### config.mk
export PLATFORM = sky130hd
export DESIGN_NAME = sb_regfile
export DESIGN_NICKNAME = d
export VERILOG_FILES = /design/src/rtl/sbrf_pkg.sv /design/src/rtl/sbrf_storage.sv /design/src/rtl/sbrf_tagtable.sv /design/src/rtl/sbrf_scoreboard.sv /design/src/rtl/sb_regfile.sv
export SDC_FILE = /design/constraint.sdc
export NUM_CORES = 2
export LEC_CHECK = 0
export ABC_CLOCK_PERIOD_IN_PS = 14100
export BUFFER_PORTS_ARGS = -buffer_cell sky130_fd_sc_hd__buf_2
export CAP_MARGIN = 15
export CORE_ASPECT_RATIO = 1.4
export CORE_MARGIN = 1.5
export CORE_UTILIZATION = 44
export CTS_CLUSTER_SIZE = 24
export DETAILED_ROUTE_END_ITERATION = 7
export SKIP_LAST_GASP = 1
export SYNTH_ARGS = -nofsm -noshare
export SYNTH_HDL_FRONTEND = slang
export SYNTH_SLANG_ARGS = --single-unit
export TNS_END_PERCENT = 50
### constraint.sdc
create_clock -name clk -period 14.1 [get_ports clk]
set_clock_uncertainty 0.1 [all_clocks]
set_input_delay 1.41 -clock clk [delete_from_list [all_inputs] [get_ports clk]]
set_output_delay 1.41 -clock clk [all_outputs]
set_load 0.01 [all_outputs]
### src/rtl/sbrf_pkg.sv
// Package: shared types for the scoreboarded register file.
// Assumes: imported by every sbrf module; holds no widths of its own.
package sbrf_pkg;

    // Origin of the value placed on an operand output.
    typedef enum logic [1:0] {
        SRC_FILE = 2'd0,
        SRC_ALU  = 2'd1,
        SRC_RET  = 2'd2
    } byp_src_e;

    // Completion beats ALU; either beats the stored copy.
    function automatic byp_src_e pick_src(input logic ret_hit, input logic alu_hit);
        if (ret_hit)      return SRC_RET;
        else if (alu_hit) return SRC_ALU;
        else              return SRC_FILE;
    endfunction

endpackage

### src/rtl/sbrf_storage.sv
// Module: sbrf_storage
// Register array with two write ports and NRD combinational read ports.
// Each read port forwards the value being written in the current cycle.
// Assumes: when both write ports name the same register, the completion
// port wins, both in storage and on the forwarded operand.
module sbrf_storage
    import sbrf_pkg::*;
#(
    parameter int NREG = 32,
    parameter int DW   = 32,
    parameter int NRD  = 2,
    localparam int AW  = $clog2(NREG)
) (
    input  logic                     clk,
    input  logic                     rst_n,
    input  logic                     alu_we,
    input  logic [AW-1:0]            alu_wa,
    input  logic [DW-1:0]            alu_wd,
    input  logic                     ret_we,
    input  logic [AW-1:0]            ret_wa,
    input  logic [DW-1:0]            ret_wd,
    input  logic [NRD-1:0][AW-1:0]   rd_addr,
    output logic [NRD-1:0][DW-1:0]   rd_data
);

    logic [DW-1:0] regs_q [NREG];

    // Update the array; the completion port overrides the ALU port.
    always_ff @(posedge clk) begin
        if (!rst_n) begin
            for (int i = 0; i < NREG; i++) regs_q[i] <= '0;
        end else begin
            for (int i = 0; i < NREG; i++) begin
                if (ret_we && ret_wa == AW'(i))      regs_q[i] <= ret_wd;
                else if (alu_we && alu_wa == AW'(i)) regs_q[i] <= alu_wd;
            end
        end
    end

    for (genvar g = 0; g < NRD; g++) begin : g_rd
        byp_src_e src;
        // Pick the operand source for this read port.
        always_comb begin
            src = pick_src(ret_we && ret_wa == rd_addr[g],
                           alu_we && alu_wa == rd_addr[g]);
            unique case (src)
                SRC_RET: rd_data[g] = ret_wd;
                SRC_ALU: rd_data[g] = alu_wd;
                default: rd_data[g] = regs_q[rd_addr[g]];
            endcase
        end
    end

endmodule

### src/rtl/sbrf_tagtable.sv
// Module: sbrf_tagtable
// Pool of NTAG completion tags, each holding the destination register of
// one outstanding long-latency operation.
// Assumes: allocation picks a free entry and a live completion names a
// used entry, so both can act in one cycle on different entries.
module sbrf_tagtable #(
    parameter int NREG = 32,
    parameter int NTAG = 4,
    localparam int AW  = $clog2(NREG),
    localparam int TW  = (NTAG > 1) ? $clog2(NTAG) : 1
) (
    input  logic            clk,
    input  logic            rst_n,
    input  logic            alloc_fire,
    input  logic [AW-1:0]   alloc_dst,
    output logic            any_free,
    output logic [TW-1:0]   alloc_tag,
    input  logic            ret_valid,
    input  logic [TW-1:0]   ret_tag,
    output logic            ret_live,
    output logic [AW-1:0]   ret_dst,
    output logic [NTAG-1:0] tag_valid
);

    logic [NTAG-1:0] valid_q;
    logic [AW-1:0]   dst_q [NTAG];

    // Lowest-numbered free entry, scanning downwards so the lowest wins.
    always_comb begin
        alloc_tag = '0;
        for (int i = NTAG - 1; i >= 0; i--) begin
            if (!valid_q[i]) alloc_tag = TW'(i);
        end
        any_free = ~&valid_q;
    end

    // Look up the destination behind a returning tag.
    always_comb begin
        ret_live = 1'b0;
        ret_dst  = '0;
        if (int'(ret_tag) < NTAG) begin
            ret_live = ret_valid && valid_q[ret_tag];
            ret_dst  = dst_q[ret_tag];
        end
    end

    // Free completed entries and fill newly allocated ones.
    always_ff @(posedge clk) begin
        if (!rst_n) begin
            valid_q <= '0;
            for (int i = 0; i < NTAG; i++) dst_q[i] <= '0;
        end else begin
            if (ret_live) valid_q[ret_tag] <= 1'b0;
            if (alloc_fire && any_free) begin
                valid_q[alloc_tag] <= 1'b1;
                dst_q[alloc_tag]   <= alloc_dst;
            end
        end
    end

    assign tag_valid = valid_q;

endmodule

### src/rtl/sbrf_scoreboard.sv
// Module: sbrf_scoreboard
// One busy bit per register, plus hazard detection for the issuing
// instruction against those bits.
// Assumes: a clear and a set may hit the same register in one cycle; the
// set wins. A register being cleared this cycle is no longer a hazard.
module sbrf_scoreboard #(
    parameter int NREG = 32,
    parameter int NRD  = 2,
    localparam int AW  = $clog2(NREG)
) (
    input  logic                   clk,
    input  logic                   rst_n,
    input  logic                   set_en,
    input  logic [AW-1:0]          set_idx,
    input  logic                   clr_en,
    input  logic [AW-1:0]          clr_idx,
    input  logic [NRD-1:0]         src_en,
    input  logic [NRD-1:0][AW-1:0] src_idx,
    input  logic                   dst_en,
    input  logic [AW-1:0]          dst_idx,
    output logic                   hazard,
    output logic [NREG-1:0]        busy
);

    logic [NREG-1:0] busy_q;
    logic [NREG-1:0] clr_mask;
    logic [NREG-1:0] set_mask;
    logic [NREG-1:0] eff_busy;

    // Decode set and clear requests into one-hot masks.
    always_comb begin
        clr_mask = NREG'(clr_en) << clr_idx;
        set_mask = NREG'(set_en) << set_idx;
        eff_busy = busy_q & ~clr_mask;
    end

    // Compare every enabled operand and the destination with the busy bits.
    always_comb begin
        hazard = dst_en && eff_busy[dst_idx];
        for (int i = 0; i < NRD; i++) begin
            if (src_en[i] && eff_busy[src_idx[i]]) hazard = 1'b1;
        end
    end

    // Hold the busy bits; a set is applied after a clear.
    always_ff @(posedge clk) begin
        if (!rst_n) busy_q <= '0;
        else        busy_q <= (busy_q & ~clr_mask) | set_mask;
    end

    assign busy = busy_q;

endmodule

### src/rtl/sb_regfile.sv
// Module: sb_regfile (top)
// Register file with per-register busy bits, completion tags for
// long-latency operations, and same-cycle forwarding of both write ports.
// Assumes: the issue stage holds an instruction while stall is high; an
// instruction counts as accepted when iss_valid is high and stall is low.
module sb_regfile
    import sbrf_pkg::*;
#(
    parameter int NREG = 32,
    parameter int DW   = 32,
    parameter int NTAG = 4,
    localparam int AW  = $clog2(NREG),
    localparam int TW  = (NTAG > 1) ? $clog2(NTAG) : 1
) (
    input  logic          clk,
    input  logic          rst_n,
    input  logic          iss_valid,
    input  logic          iss_rs1_en,
    input  logic [AW-1:0] iss_rs1,
    input  logic          iss_rs2_en,
    input  logic [AW-1:0] iss_rs2,
    input  logic          iss_rd_en,
    input  logic [AW-1:0] iss_rd,
    input  logic          iss_long,
    output logic          stall,
    output logic [TW-1:0] iss_tag,
    input  logic          alu_we,
    input  logic [AW-1:0] alu_wa,
    input  logic [DW-1:0] alu_wd,
    input  logic          ret_valid,
    input  logic [TW-1:0] ret_tag,
    input  logic [DW-1:0] ret_data,
    output logic [DW-1:0] rd1_data,
    output logic [DW-1:0] rd2_data
);

    localparam int NRD = 2;

    logic                   any_free;
    logic                   ret_live;
    logic [AW-1:0]          ret_dst;
    logic [NTAG-1:0]        tag_valid;
    logic [NREG-1:0]        busy_vec;
    logic                   hazard;
    logic                   alloc_fire;
    logic [NRD-1:0]         src_en;
    logic [NRD-1:0][AW-1:0] src_idx;
    logic [NRD-1:0][DW-1:0] rd_data;

    // Gather the operand fields into per-port vectors.
    always_comb begin
        src_en  = {iss_rs2_en, iss_rs1_en};
        src_idx = {iss_rs2, iss_rs1};
    end

    // Issue decision: a register hazard, or no tag left for a long op.
    always_comb begin
        stall      = iss_valid && (hazard || (iss_long && !any_free));
        alloc_fire = iss_valid && !stall && iss_long;
    end

    sbrf_tagtable #(.NREG(NREG), .NTAG(NTAG)) u_tags (
        .clk        (clk),
        .rst_n      (rst_n),
        .alloc_fire (alloc_fire),
        .alloc_dst  (iss_rd),
        .any_free   (any_free),
        .alloc_tag  (iss_tag),
        .ret_valid  (ret_valid),
        .ret_tag    (ret_tag),
        .ret_live   (ret_live),
        .ret_dst    (ret_dst),
        .tag_valid  (tag_valid)
    );

    sbrf_scoreboard #(.NREG(NREG), .NRD(NRD)) u_sb (
        .clk     (clk),
        .rst_n   (rst_n),
        .set_en  (alloc_fire),
        .set_idx (iss_rd),
        .clr_en  (ret_live),
        .clr_idx (ret_dst),
        .src_en  (src_en),
        .src_idx (src_idx),
        .dst_en  (iss_rd_en || iss_long),
        .dst_idx (iss_rd),
        .hazard  (hazard),
        .busy    (busy_vec)
    );

    sbrf_storage #(.NREG(NREG), .DW(DW), .NRD(NRD)) u_rf (
        .clk     (clk),
        .rst_n   (rst_n),
        .alu_we  (alu_we),
        .alu_wa  (alu_wa),
        .alu_wd  (alu_wd),
        .ret_we  (ret_live),
        .ret_wa  (ret_dst),
        .ret_wd  (ret_data),
        .rd_addr (src_idx),
        .rd_data (rd_data)
    );

    assign rd1_data = rd_data[0];
    assign rd2_data = rd_data[1];

endmodule

After elaboration in Yosys (flattened, before gate mapping)
Memory sizes are Yosys's and may differ from the RTL's.
Cells that the tools add are included.
{"block": "totals", "ff_bits": 36, "n_memories": 2, "output_inout_bits": 67, "mem_bits_rw": 1044, "latch_bits": 0, "rom_bits": 0}
{"block": "classes", "addsub": 0, "n_eq_ne": 70, "reduce_logical": 87, "bitwise_logic": 70, "n_shift": 2, "order_cmp": 7, "n_div": 0, "n_mul": 0, "n_mux": 322}
{"name": "u_rf.regs_q", "words": 32, "word_bits": 32, "read_ports": 2, "rd_clocked_by_memory_dff": 0, "write_ports": 32, "line_no": "sbrf_storage.sv:26", "rtl": "logic [DW-1:0] regs_q [NREG];"}
{"name": "u_tags.dst_q", "words": 4, "word_bits": 5, "read_ports": 1, "rd_clocked_by_memory_dff": 0, "write_ports": 4, "line_no": "sbrf_tagtable.sv:26", "rtl": "logic [AW-1:0] dst_q [NTAG];"}
{"cell": "2-to-1 mux 32 bit", "n": 64}
{"cell": "2-to-1 mux 1 bit", "n": 239}
{"cell": "equality test 5 bit (second input constant)", "n": 32}
{"cell": "case mux 32 bit (2 select lines)", "n": 2}
{"cell": "equality test 5 x 4 -> 1 bit (second input constant)", "n": 16}
{"cell": "logical AND 1 bit", "n": 79}
{"cell": "bitwise OR 1 bit", "n": 64}
{"cell": "<< shifter 1 x 5 -> 32 bit", "n": 2}
{"cell": "equality test 5 x 3 -> 1 bit (second input constant)", "n": 8}
{"cell": "AND 32 bit", "n": 1}
{"cell": "inverter 32 bit", "n": 1}
{"cell": "bitwise OR 32 bit", "n": 1}
{"cell": "equality test 5 x 2 -> 1 bit (second input constant)", "n": 4}
{"cell": "equality test 5 bit", "n": 4}
{"cell": "< comparator 5 x 6 -> 1 bit (second input constant)", "n": 3}
{"cell": "binary-select mux 1 bit (select 5 bit)", "n": 3}
{"cell": "2-to-1 mux 2 bit", "n": 7}
{"cell": "2-to-1 mux 4 bit", "n": 3}
{"cell": "equality test 5 x 1 -> 1 bit (second input constant)", "n": 2}
{"cell": "zero test 5 bit", "n": 2}
{"cell": "< comparator 2 x 3 -> 1 bit (second input constant)", "n": 2}
{"cell": "2-to-1 mux 5 bit", "n": 1}
{"cell": "OR reduction 5 bit", "n": 1}
{"cell": "AND 4 bit", "n": 1}
{"cell": "10 further kinds", "n": 16}

Logic depth before layout (Yosys ltp)
{"block": "logic_depth", "depth_word": 22, "mapped_depth": 14}

Hierarchy
Synthesis repeated with hierarchy kept, for this count alone.
{"block": "hier_totals", "hier_cells": 5397, "area_unflattened_um2": 66677.7}
{"module": "sbrf_storage", "instances": 1, "seq_area_each_um2": 30749.5, "cells_each": 5029, "area_per_inst_um2": 63076.7}
{"module": "sbrf_scoreboard", "instances": 1, "seq_area_each_um2": 640.6, "cells_each": 278, "area_per_inst_um2": 2379.8}
{"module": "sbrf_tagtable", "instances": 1, "seq_area_each_um2": 680.7, "cells_each": 86, "area_per_inst_um2": 1189.9}
{"module": "sb_regfile", "instances": 1, "seq_area_each_um2": 0.0, "cells_each": 4, "area_per_inst_um2": 31.3}

Worst setup path before layout
No wires, ideal clock.
{"block": "synth_timing", "path_kind": "input to register", "from": "in alu_wa[4]", "to": "mem u_rf.regs_q[27][0] (enable)", "slack_ns": 7.672, "arrival_ns": 5.794, "setup_ns": 0.533, "path_buffers": 2, "t_required_ns": 13.467, "cell_stages": 4, "path_cell_list": "clkbuf_1 -> nand2_1 -> clkbuf_1 -> o311ai_0"}
{"item": "from (decl)", "line_no": "sb_regfile.sv:28", "rtl": "input logic [AW-1:0] alu_wa,"}
{"item": "to (decl)", "line_no": "sbrf_storage.sv:26"}

Final worst setup path
{"block": "layout_timing", "from": "in iss_rs2[0]", "to": "out rd2_data[16]"}
{"block": "layout_between", "elab_chain_cells": 6, "elab_cells_between_ends": 10, "classes_between": "eq/ne (4); mux (3); reduce/logical (2); memory (1)"}
{"item": "from (decl)", "line_no": "sb_regfile.sv:21", "rtl": "input logic [AW-1:0] iss_rs2,"}
{"item": "equality test 5 bit", "line_no": "sbrf_storage.sv:45", "rtl": "alu_we && alu_wa == rd_addr[g]);"}
{"item": "logical AND 1 bit", "line_no": "sbrf_storage.sv:45"}
{"item": "2-to-1 mux 1 bit", "line_no": "sbrf_pkg.sv:15", "rtl": "else if (alu_hit) return SRC_ALU;"}
{"item": "2-to-1 mux 2 bit", "line_no": "sbrf_pkg.sv:14", "rtl": "if (ret_hit) return SRC_RET;"}
{"item": "equality test 2 x 1 -> 1 bit or equality test 2 bit (tied branches)", "line_no": "sbrf_storage.sv:46", "rtl": "unique case (src)"}
{"item": "case mux 32 bit (2 select lines) (*)", "line_no": "sbrf_storage.sv:46"}
{"item": "to (decl)", "line_no": "sb_regfile.sv:34", "rtl": "output logic [DW-1:0] rd2_data"}
Mark *: on every way between the ends. The rest lies on a longest branch, timed or not.

==> metrics.txt <==
Initial DRT Pass Iterations 6; CTS tree yes; status finished, final reports clean; Clock Path Buffers 3; via density per instance 7.42; top_reg_cell synth edfxtp_1; GR Overflow Total 0; number of synthesized register bits 1080; first-pass GRT wire length 362 mm; final wirelength 264 mm; RSZ-0062 raised after global routing false; Initial DRC Count 8279; Crit. End Element output port; full die area 147000 µm²; area delta synth->final 8.53%; max-slew violations 0; Synth async-reset ratio 0%; final HPWL from detailed placement 137 mm; final core utilization 48.3%; Overall Power 7840 µW; R2R Path Start u_tags.dst_q[3][2]$_DFFE_PP_; clk_lat worst skew 0.77 ns; setup_tns 0 ns; Setup WS pre-CTS 6.77 ns; min-delay src u_sb.busy[5]$_SDFF_PN0_; Peak VDD IR 0.105 mV; hold_buf cts 0; DIE HEIGHT 453 µm; Mapped Cells 4814; synthesized net count 4909; routed length per instance 40.5 µm; Worst-path clk slew 0.06 ns; Synth warnings 0; H-tree levels 3; Cell Area, Synth 63600 µm²; Fillers 12259; antenna-violating nets left 0; floorplan core area 143000 µm²; max-cap violations 0; Worst Setup SP iss_rs2[0]; Fin. Hold Viols 0; setup violators final 0; Worst Tran Pin Value 1.25 ns; placer congestion estimate 0.907; HP Class flop to flop; vias in the first global route 47031; largest net degree at the start of global routing 102; Sink Count 1080; final non-filler cell total 6529; number of flops mapped to enable cells by yosys 1044; post-route minimum period 7.32 ns; IO Pins 162; post_cts resized 0; Initial Utilization 44.5%; Pleak 0.0227 µW; slew margin rel. 16.6%; die width 324 µm; Syn Area/Cell 13.2 µm²; Final #Nets 4623; fmax 0.137 GHz; Yosys cell types 80; root buf cell clkbuf_16; Setup Buffers After CTS 0; gr usage total 35.4%; I/O Buffers 161; CP Data Arrival Time 5.81 ns; initial antenna violation count 15; Synth area leader edfxtp_1; Synth area leaders edfxtp_1 (49%), mux4_2 (23%), a22o_1 (8.0%); DRC viols 0; CTS Buf Count 109; FP Rows 164; crit start category primary input; register area share after synthesis 50.4%; critical path class primary input to output port; cell area power density 114 nW/µm²; placed insts 6326; post-synth top area share 49.3%; R2R Setup Slk 8.43 ns; vias 48436; Final Cycle Share 51.9%; crit path max fanout 69; Worst EP required 12.59 ns; fin worst setup slack 6.78 ns; ratio of cells with drive above 1 in the final layout 25.3%
[metal layers]
metal	vias up	part of all wire, %	GRT usage, %
met5	-	0.023	0
met4	10	8.9	26.9
met3	1200	13	8.82
met2	4327	45	54.6
met1	24185	33	43.0
li1	18714	-	-
[cell usage after synthesis (17+ instances only)]
cell type / number
mux2i_1: 46
and3_1: 18
a21oi_1: 100
clkbuf_1: 557
edfxtp_1: 1044
nor2_1: 87
inv_1: 19
o31ai_1: 20
nand3_1: 35
o21ai_0: 518
mux4_2: 646
dfxtp_1: 36
nand2_1: 681
buf_1: 106
a22o_1: 578
o32ai_1: 17
nor3_1: 32
[registers in the layout, indices dropped and copies added (netlist names)]
| name | cells |
|---|---|
| u_rf.regs_q | 1024 |
| u_sb.busy | 32 |
| u_tags.dst_q | 20 |
| u_tags.tag_valid | 4 |
[critical path: stages]
cell     delay (ns)
buf_8          0.56
buf_4          0.75
buf_4          0.88
mux4_2         0.61
mux4_2         0.48
nand2_1        0.10
a21oi_1        0.09
a21oi_1        0.16
o21ai_0        0.29
buf_2          0.27
[per-stage QoR]
stage,area [µm²],hold WS [ns]
global route,69100,0.461
floorplan,63600,0.369
CTS,69000,0.426
detailed placement,65700,0.416
finish,69100,0.431
global placement,65700,0.408
[cells by family (layout without fill, tap and decap cells)]
logic type	Yosys count	after routing	synth area share [%]
xor gates and xnor gates	20	20	0.275
and+or+nand+nor	961	961	6.40
muxes	699	699	23.7
other	0	6	0
buffers and inverters	707	507	4.27
DFF	1080	1080	50.4
AOI/OAI and AO/OA	1347	1347	14.9
[path summary, 6_finish.rpt]
path / to / depth (start not counted)
worst max-delay path: rd2_data[16] / 10
worst min-delay path: u_sb.busy[5]$_SDFF_PN0_ / 2
worst min register to register: u_sb.busy[5]$_SDFF_PN0_ / 2
worst max register to register: u_tags.dst_q[2][2]$_SDFFCE_PN0P_ / 9
[cell usage in the layout (no fill, tap or decap), types with 12 or more instances in the layout]
master	instances
nand2b_1	16
dfxtp_1	36
a22o_1	578
clkinv_1	26
nand3_1	31
nor4_1	15
o31ai_1	20
a21oi_1	98
xnor2_1	12
nand2_1	681
o211ai_1	16
mux2i_1	46
inv_1	19
nand4_1	15
edfxtp_1	1044
nor3_1	22
o32ai_1	17
clkinv_2	16
buf_2	150
buf_4	129
nor2_1	72
nor2_4	15
clkbuf_16	111
clkbuf_1	31
o21ai_0	518
a41oi_1	12
mux4_2	646
[power breakdown]
| group | internal [µW] | switching, µW | leakage, µW | total [µW] |
|---|---|---|---|---|
| combinational | 450 | 691 | 0.0102 | 1140 |
| clock | 1580 | 1320 | 0.00163 | 2900 |
| sequential | 3710 | 87.8 | 0.0108 | 3800 |
[cell type report]
| cell class | count | area (µm²) | share of cell area, % |
|---|---|---|---|
| clock inverters | 55 | 467 | 0.676 |
| inverters | 23 | 86.3 | 0.125 |
| multi-input cells | 3027 | 29300 | 42.4 |
| clock buffers | 142 | 2890 | 4.19 |
| flip-flops and latches | 1080 | 32100 | 46.4 |
| diodes | 6 | 15.0 | 0.0217 |
| well taps | 1909 | 2390 | 3.46 |
| repair buffers | 287 | 1840 | 2.67 |
No activity file was read; power rests on OpenSTA's default activity.
